$ cat src/rtl/status_led_pkg.sv
package status_led_pkg;

  localparam int SLOTS  = 8;
  localparam int SLOT_W = $clog2(SLOTS);

  // Bit positions of the condition vector.
  localparam int C_CONN = 0;
  localparam int C_PWEN = 1;
  localparam int C_PFLT = 2;
  localparam int C_INIT = 3;
  localparam int C_DONE = 4;
  localparam int C_USER = 5;
  localparam int IN_W   = 6;

  // Value of the input vector when no fault is present and the user bit is 0.
  localparam logic [IN_W-1:0] IDLE_VEC = 6'b011011;

  typedef enum logic [2:0] {
    CLS_NONE   = 3'd0,
    CLS_HOLD   = 3'd1,
    CLS_NOEN   = 3'd2,
    CLS_PFAIL  = 3'd3,
    CLS_NOINIT = 3'd4,
    CLS_UNCONF = 3'd5
  } led_class_e;

  // Return the highest-priority fault class present in the condition bits.
  function automatic led_class_e pick_class(input logic [IN_W-1:0] c);
    if (!c[C_CONN])      return CLS_HOLD;
    else if (!c[C_PWEN]) return CLS_NOEN;
    else if (c[C_PFLT])  return CLS_PFAIL;
    else if (!c[C_INIT]) return CLS_NOINIT;
    else if (!c[C_DONE]) return CLS_UNCONF;
    return CLS_NONE;
  endfunction

  // Number of lit slots, counted from slot 0, for each fault class.
  function automatic logic [SLOT_W:0] lit_slots(input led_class_e k);
    case (k)
      CLS_HOLD:   return (SLOT_W+1)'(8);
      CLS_NOEN:   return (SLOT_W+1)'(5);
      CLS_PFAIL:  return (SLOT_W+1)'(4);
      CLS_NOINIT: return (SLOT_W+1)'(3);
      CLS_UNCONF: return (SLOT_W+1)'(1);
      default:    return '0;
    endcase
  endfunction

  // LED value for a given class and slot index.
  function automatic logic pattern_bit(input led_class_e k,
                                       input logic [SLOT_W-1:0] slot,
                                       input logic user);
    if (k == CLS_NONE) return user;
    return ({1'b0, slot} < lit_slots(k));
  endfunction

endpackage

$ cat src/rtl/level_sync.sv
module level_sync #(
  parameter int              W         = 1,
  parameter logic [W-1:0]    RESET_VAL = '0
) (
  input  logic         clk,
  input  logic         rst_n,
  input  logic [W-1:0] d,
  output logic [W-1:0] q
);
  for (genvar i = 0; i < W; i++) begin : g_bit
    logic meta_q, stab_q;
    always_ff @(posedge clk or negedge rst_n) begin
      if (!rst_n) begin
        meta_q <= RESET_VAL[i];
        stab_q <= RESET_VAL[i];
      end else begin
        meta_q <= d[i];
        stab_q <= meta_q;
      end
    end
    assign q[i] = stab_q;
  end
endmodule

$ cat src/rtl/slot_timer.sv
module slot_timer
  import status_led_pkg::*;
#(
  parameter int SLOT_CYCLES = 4
) (
  input  logic              clk,
  input  logic              rst_n,
  output logic              slot_tick,
  output logic [SLOT_W-1:0] slot_idx
);
  localparam int CW = (SLOT_CYCLES > 2) ? $clog2(SLOT_CYCLES) : 1;
  localparam logic [CW-1:0] LAST = CW'(SLOT_CYCLES - 1);

  logic [CW-1:0]     cyc_q;
  logic [SLOT_W-1:0] slot_q;

  assign slot_tick = (cyc_q == LAST);
  assign slot_idx  = slot_q;

  always_ff @(posedge clk or negedge rst_n) begin
    if (!rst_n) begin
      cyc_q  <= '0;
      slot_q <= '0;
    end else if (slot_tick) begin
      cyc_q  <= '0;
      slot_q <= slot_q + SLOT_W'(1);
    end else begin
      cyc_q  <= cyc_q + CW'(1);
    end
  end
endmodule

$ cat src/rtl/class_latch.sv
module class_latch
  import status_led_pkg::*;
(
  input  logic            clk,
  input  logic            rst_n,
  input  logic            slot_tick,
  input  logic [IN_W-1:0] cond,
  output led_class_e      want_class,
  output led_class_e      cur_class
);
  assign want_class = pick_class(cond);

  always_ff @(posedge clk or negedge rst_n) begin
    if (!rst_n)         cur_class <= CLS_NONE;
    else if (slot_tick) cur_class <= want_class;
  end
endmodule

$ cat src/rtl/led_driver.sv
module led_driver
  import status_led_pkg::*;
(
  input  logic              clk,
  input  logic              rst_n,
  input  led_class_e        cur_class,
  input  logic [SLOT_W-1:0] slot_idx,
  input  logic              user,
  output logic              led
);
  always_ff @(posedge clk or negedge rst_n) begin
    if (!rst_n) led <= 1'b0;
    else        led <= pattern_bit(cur_class, slot_idx, user);
  end
endmodule

$ cat src/rtl/status_led_encoder.sv
module status_led_encoder
  import status_led_pkg::*;
#(
  parameter int CLK_HZ  = 100_000_000,
  parameter int SLOT_MS = 125
) (
  input  logic clk,
  input  logic rst_n,
  input  logic conn_rst_n,
  input  logic pwr_en,
  input  logic pwr_fault,
  input  logic fpga_init_n,
  input  logic fpga_done,
  input  logic fpga_user,
  output logic led
);
  localparam int SLOT_CYCLES = CLK_HZ / 1000 * SLOT_MS;

  logic [IN_W-1:0]   raw_vec, sync_vec;
  logic              slot_tick;
  logic [SLOT_W-1:0] slot_idx;
  led_class_e        want_class, cur_class;

  assign raw_vec = {fpga_user, fpga_done, fpga_init_n, pwr_fault, pwr_en, conn_rst_n};

  level_sync #(.W(IN_W), .RESET_VAL(IDLE_VEC)) u_sync (
    .clk(clk), .rst_n(rst_n), .d(raw_vec), .q(sync_vec)
  );

  slot_timer #(.SLOT_CYCLES(SLOT_CYCLES)) u_timer (
    .clk(clk), .rst_n(rst_n), .slot_tick(slot_tick), .slot_idx(slot_idx)
  );

  class_latch u_class (
    .clk(clk), .rst_n(rst_n), .slot_tick(slot_tick), .cond(sync_vec),
    .want_class(want_class), .cur_class(cur_class)
  );

  led_driver u_drv (
    .clk(clk), .rst_n(rst_n), .cur_class(cur_class), .slot_idx(slot_idx),
    .user(sync_vec[C_USER]), .led(led)
  );
endmodule

$ cat config.mk
export PLATFORM = sky130hd
export DESIGN_NAME = status_led_encoder
export DESIGN_NICKNAME = d
export VERILOG_FILES = /design/src/rtl/status_led_pkg.sv /design/src/rtl/level_sync.sv /design/src/rtl/slot_timer.sv /design/src/rtl/class_latch.sv /design/src/rtl/led_driver.sv /design/src/rtl/status_led_encoder.sv
export SDC_FILE = /design/constraint.sdc
export NUM_CORES = 1
export LEC_CHECK = 0
export ABC_CLOCK_PERIOD_IN_PS = 2110
export BUFFER_PORTS_ARGS = -buffer_cell sky130_fd_sc_hd__buf_2
export CORE_AREA = 2 2 68 70
export DETAILED_ROUTE_END_ITERATION = 12
export DIE_AREA = 0 0 70 72
export HOLD_SLACK_MARGIN = 0.15
export PLACE_DENSITY = 0.72
export REMOVE_ABC_BUFFERS = 1
export SLEW_MARGIN = 40
export SYNTH_ARGS = -nofsm -noshare
export SYNTH_HDL_FRONTEND = slang
export SYNTH_SLANG_ARGS = --single-unit
$ cat constraint.sdc
create_clock -name clk -period 2.11 [get_ports clk]
set_clock_uncertainty 0.1 [all_clocks]
set_input_delay 0.422 -clock clk [delete_from_list [all_inputs] [get_ports clk]]
set_output_delay 0.422 -clock clk [all_outputs]
set_load 0.01 [all_outputs]
Word level (Yosys, flattened, before mapping)
Index checks and enable logic that the tools add are counted.
{"block": "word_totals", "register_bits": 43, "wordCells": 43}
{"block": "op_classes", "add_sub_neg": 2, "magnitude_cmp": 1, "eq_ne": 6, "muxes": 17, "reduce_logical": 1}
{"op": "$add 24x1->24 const B", "n": 1}
{"op": "$eq 24x24->1 const B", "n": 1}
{"op": "$mux 24", "n": 1}
{"op": "$pmux 4 s5", "n": 1}
{"op": "$mux 3", "n": 6}
{"op": "$mux 1", "n": 8}
{"op": "$eq 3x2->1 const B", "n": 2}
{"op": "$eq 3x3->1 const B", "n": 2}
{"op": "$lt 3x4->1", "n": 1}
{"op": "$mux 4", "n": 1}
{"op": "$add 3x1->3 const B", "n": 1}
{"op": "$eq 3x1->1 const B", "n": 1}
{"op": "$logic_not 3->1", "n": 1}

Longest topological paths before layout
{"block": "depth", "ltp_word": 6, "mapped_depth": 6}

Modules after synthesis
From an unflattened synthesis, not the netlist that was laid out.
{"block": "unflattened", "hier_cells": 186, "hier_area_um2": 2039.5}
{"mod": "slot_timer", "instances": 1, "cells_each": 136, "area_per_inst_um2": 1357.6}
{"mod": "level_sync", "instances": 1, "cells_each": 18, "area_per_inst_um2": 355.3}
{"mod": "class_latch", "instances": 1, "cells_each": 14, "area_per_inst_um2": 172.7}
{"mod": "led_driver", "instances": 1, "cells_each": 18, "area_per_inst_um2": 153.9}

Worst setup path before layout
Ideal clock, no wire load.
{"block": "synth_timing", "kind": "reg2reg", "from": "reg u_timer.cyc_q[0]", "to": "reg u_timer.cyc_q[20]", "setup_ps": 73, "arrival_time_ps": 1788, "required_ps": 1937, "setup_slack_ps": 149, "path_stages_with_launch": 6, "period_less_slack_ps": 1961, "cell_sequence": "dfrtp_1 > ha_1 > nand4_4 > or4_4 > or3_1 > a21oi_2"}
{"block": "synth_between", "elab_chain_cells": 2, "elab_cells_between_ends": 3, "cone_classes": "add/sub: 1; eq/ne: 1; mux: 1"}
{"element": "start: declaration", "line": "slot_timer.sv:14", "source": "logic [CW-1:0] cyc_q;"}
{"element": "start signal: assignment", "line": "slot_timer.sv:28", "source": "cyc_q <= cyc_q + CW'(1);"}
{"element": "$add 24x1->24 or $eq 24x24->1 (tied branches)", "line": "slot_timer.sv:28, slot_timer.sv:17"}
{"element": "$mux 24 (*)", "line": "slot_timer.sv:24", "source": "end else if (slot_tick) begin"}
Mark *: on every way between the ends. The rest lies on a longest branch, timed or not.
A chain may end at the register's enable or synchronous reset.

Worst setup path in the final report
{"block": "layout_timing", "from": "reg u_timer.cyc_q[9]", "to": "reg u_class.cur_class[0]"}
{"block": "layout_between", "elab_chain_cells": 1}
{"element": "$eq 24x24->1", "line": "slot_timer.sv:17", "source": "assign slot_tick = (cyc_q == LAST);"}
{"element": "end signal: assignment", "line": "class_latch.sv:15", "source": "else if (slot_tick) cur_class <= want_class;"}
{"element": "end: declaration", "line": "class_latch.sv:9", "source": "output led_class_e cur_class"}
Every way passes these cells.

==> flow_metrics.tcl <==
set metrics [dict create \
    rows 24 \
    final_cell_mix "dfrtp_1 (35), nor2_1 (11), nand3_1 (10), buf_4 (10)" \
    pwr-share-clk 0.378 \
    critPathLaunch "u_timer.cyc_q[9]$_DFF_PN0_" \
    drtPass1Iterations 4 \
    clk_pin_slew_ns 0.08 \
    placed_area_sq_um 2040 \
    yosysWarnings 0 \
    synthCells 163 \
    synth.distinct_cells 34 \
    maxSlewHeadroom 0.654 \
    worstPathArrival_ns 2.15 \
    synth_top_cell_area_share 0.460 \
    hold_viol_final 0 \
    hold_ws_ns 0.253 \
    total_leakage_power_nw 1.01 \
    tns_ns 0 \
    place_congestion 0.870 \
    max_freq_mhz 484 \
    io_pins 9 \
    numPortBuffers 8 \
    insertion_delay_ns 0.29 \
    crit_path_end_kind "flip-flop" \
    cts_num_sinks 43 \
    setup_viol 0 \
    final_common_cell "dfrtp_1" \
    grt_overflow 0 \
    power_switching_mw 0.301 \
    cts-buffers-inserted 5 \
    yosys_most_used_dff "dfrtp_1" \
    routed_wirelength_mm 3.55 \
    fin_nets 204 \
    grt_pass1_vias 1387 \
    start_util 0.446 \
    root_buffer "clkbuf_8" \
    worst_pin_slew_ns 0.518 \
    dpl.hpwl_mm 2.47 \
    drv_slew 0 \
    wl_per_cell_um 14.5 \
    pwr-share-seq 0.593 \
    finalInstanceArea_sq_um 2240 \
    synth_largest_area_cell "dfrtp_1" \
    remaining_drc_errors 0 \
    async_flop_share 1.00 \
    grt_pass1_wl_mm 6.38 \
    drt_iter0_markers 35 \
    drive_above_1_share 0.238 \
    die_area_sq_um 5040 \
    area_delta_synth_final_pct 17.5 \
    grt_max_degree 26 \
    intPower_mw 1.13 \
    antenna_cells 0 \
    final.fill_count 391 \
    setup.worst_path.class "reg2reg" \
    ant_nets 0 \
    timing.final.crit_period_ns 2.07 \
    cts_tree "done" \
    cts_max_path_buffers 2 \
    ir_worst_vdd_uv 661 \
    p_total_mw 1.43 \
    die_x_um 70 \
    h-tree-depth 2 \
    p_comb_frac 0.029 \
    hp-class "reg2reg" \
    outcome "complete, no violations" \
    worstReg2RegStart "u_timer.cyc_q[9]$_DFF_PN0_" \
    die_y_um 72 \
    mappedNetlistArea_sq_um 1900 \
    synth_edf_count 0 \
    seq_area_frac_synth 0.571 \
    ys_ff_latch 43 \
    swShare 0.210 \
    grt_usage 0.161 \
    postSynthAreaPerCell_sq_um 11.7 \
    viasPerCell 5.50 \
    power_density_nw_per_um2 639 \
    max-cap-violations 0 \
    fin_crit_sh 0.979 \
    cp.required_ns 2.19 \
    vias 1348 \
    synthTopCellsByArea "dfrtp_1 (46%), dfstp_2 (11%), xnor2_1 (3.7%), xor2_1 (3.2%), ha_1 (2.6%)" \
    start_kind "flip-flop" \
    coreArea_sq_um 4260 \
    antenna_found_initial 0 \
    cp_max_fo 6 \
    min_from "u_sync.g_bit[5].meta_q$_DFF_PN0_" \
]
## per-stage QoR
stage	util	setup WS, ns	std cells
5_1_grt	0.524	-0.0536	245
2_1_floorplan	-	0.103	160
6_report	0.524	0.0437	245
3_3_place_gp	0.478	0.195	227
3_5_place_dp	0.478	0.143	227
4_1_cts	0.517	0.123	242
## layout make-up
type / instances / area, sq um / area share
Clock buffer: 6 / 82.6 / 0.0369
Sequential cell: 43 / 1090 / 0.486
Timing Repair Buffer: 25 / 185 / 0.0828
Clock inverter: 2 / 16.3 / 0.00727
Multi-Input combinational cell: 112 / 782 / 0.350
Tap cell: 52 / 65.1 / 0.0291
Inverter: 5 / 18.8 / 0.00839
## critical path: stages, from the launching register on
cell     delay, ns
dfrtp_1       0.45
nor4b_1       0.37
nand4_1       0.26
nor3_4        0.28
buf_4         0.17
mux2_2        0.33
## path summary, 6_finish.rpt
kind	endpoint	slack, ns	depth (start not counted)
worst min-delay path	u_sync.g_bit[5].stab_q$_DFF_PN0_	0.25	0
max in group asynchronous	u_timer.cyc_q[20]$_DFF_PN0_	0.79	3
worst max-delay path	u_class.cur_class[0]$_DFFE_PN0N_	0.04	5
worst min register to register	u_sync.g_bit[5].stab_q$_DFF_PN0_	0.25	0
worst max register to register	u_class.cur_class[0]$_DFFE_PN0N_	0.04	5
min in group asynchronous	u_timer.cyc_q[8]$_DFF_PN0_	0.55	2
## sequential cells by signal, indices dropped and copies added, names as in the netlist
| name | cells |
|---|---|
| u_drv.led | 1 |
| u_class.cur_class | 3 |
| u_timer.slot_idx | 3 |
| u_sync.g_bit.meta_q | 6 |
| u_timer.cyc_q | 24 |
| u_sync.g_bit.stab_q | 6 |
## power by group through the flow
stage               combinational, mW  clock, mW  sequential, mW
floorplan                     0.00421          0           0.862
global placement               0.0302          0           0.862
detailed placement             0.0313          0           0.863
CTS                            0.0414      0.559           0.847
global route                   0.0472      0.591           0.849
finish                         0.0408      0.540           0.847
## layer usage
layer | vias to the layer above | routed length, um | part of all wire | GRT usage
met1 | 682 | 1580 | 0.44 | 0.197
met5 | - | 0 | 0 | 0
met4 | 0 | 65 | 0.018 | 0.0748
li1 | 645 | - | - | -
met3 | 6 | 74 | 0.021 | 0.0319
met2 | 15 | 1830 | 0.52 | 0.277
## what timing repair did
item | 4_1_cts | 5_1_grt
gates resized for setup | 0 | 2
hold endpoints to repair | 25 | 0
buffers inserted | 0 | 3
endpoints found under the setup margin | 0 | 3
hold buffers | 7 | 0
## synth_stat cells, types with 2 or more instances
cell type and count:
a21oi_1 8, o21ai_0 7, and3_1 3, nor4_1 2, xor2_1 7, buf_2 2, nor2b_1 2, and4_1 3
dfstp_2 8, mux2_2 4, xnor2_1 8, o31ai_1 5, or4_1 3, dfrtp_1 35, nor2_1 11, nor4b_1 2
inv_1 5, nand4_1 8, or3_1 5, o21a_1 3, ha_1 4, nand2_1 7, nand3_1 10
## cells by family after synthesis
| kind of cell | after synthesis | share of synthesized area |
|---|---|---|
| AND/OR/NAND/NOR | 63 | 0.203 |
| flip-flops | 43 | 0.571 |
| AO/OA/AOI/OAI | 25 | 0.0796 |
| XOR/XNOR | 15 | 0.0690 |
| buffers and inverters | 8 | 0.0224 |
| multiplexers | 5 | 0.0289 |
| adder cells (fa/ha/maj) | 4 | 0.0263 |
Power figures use the tool's default switching activity.
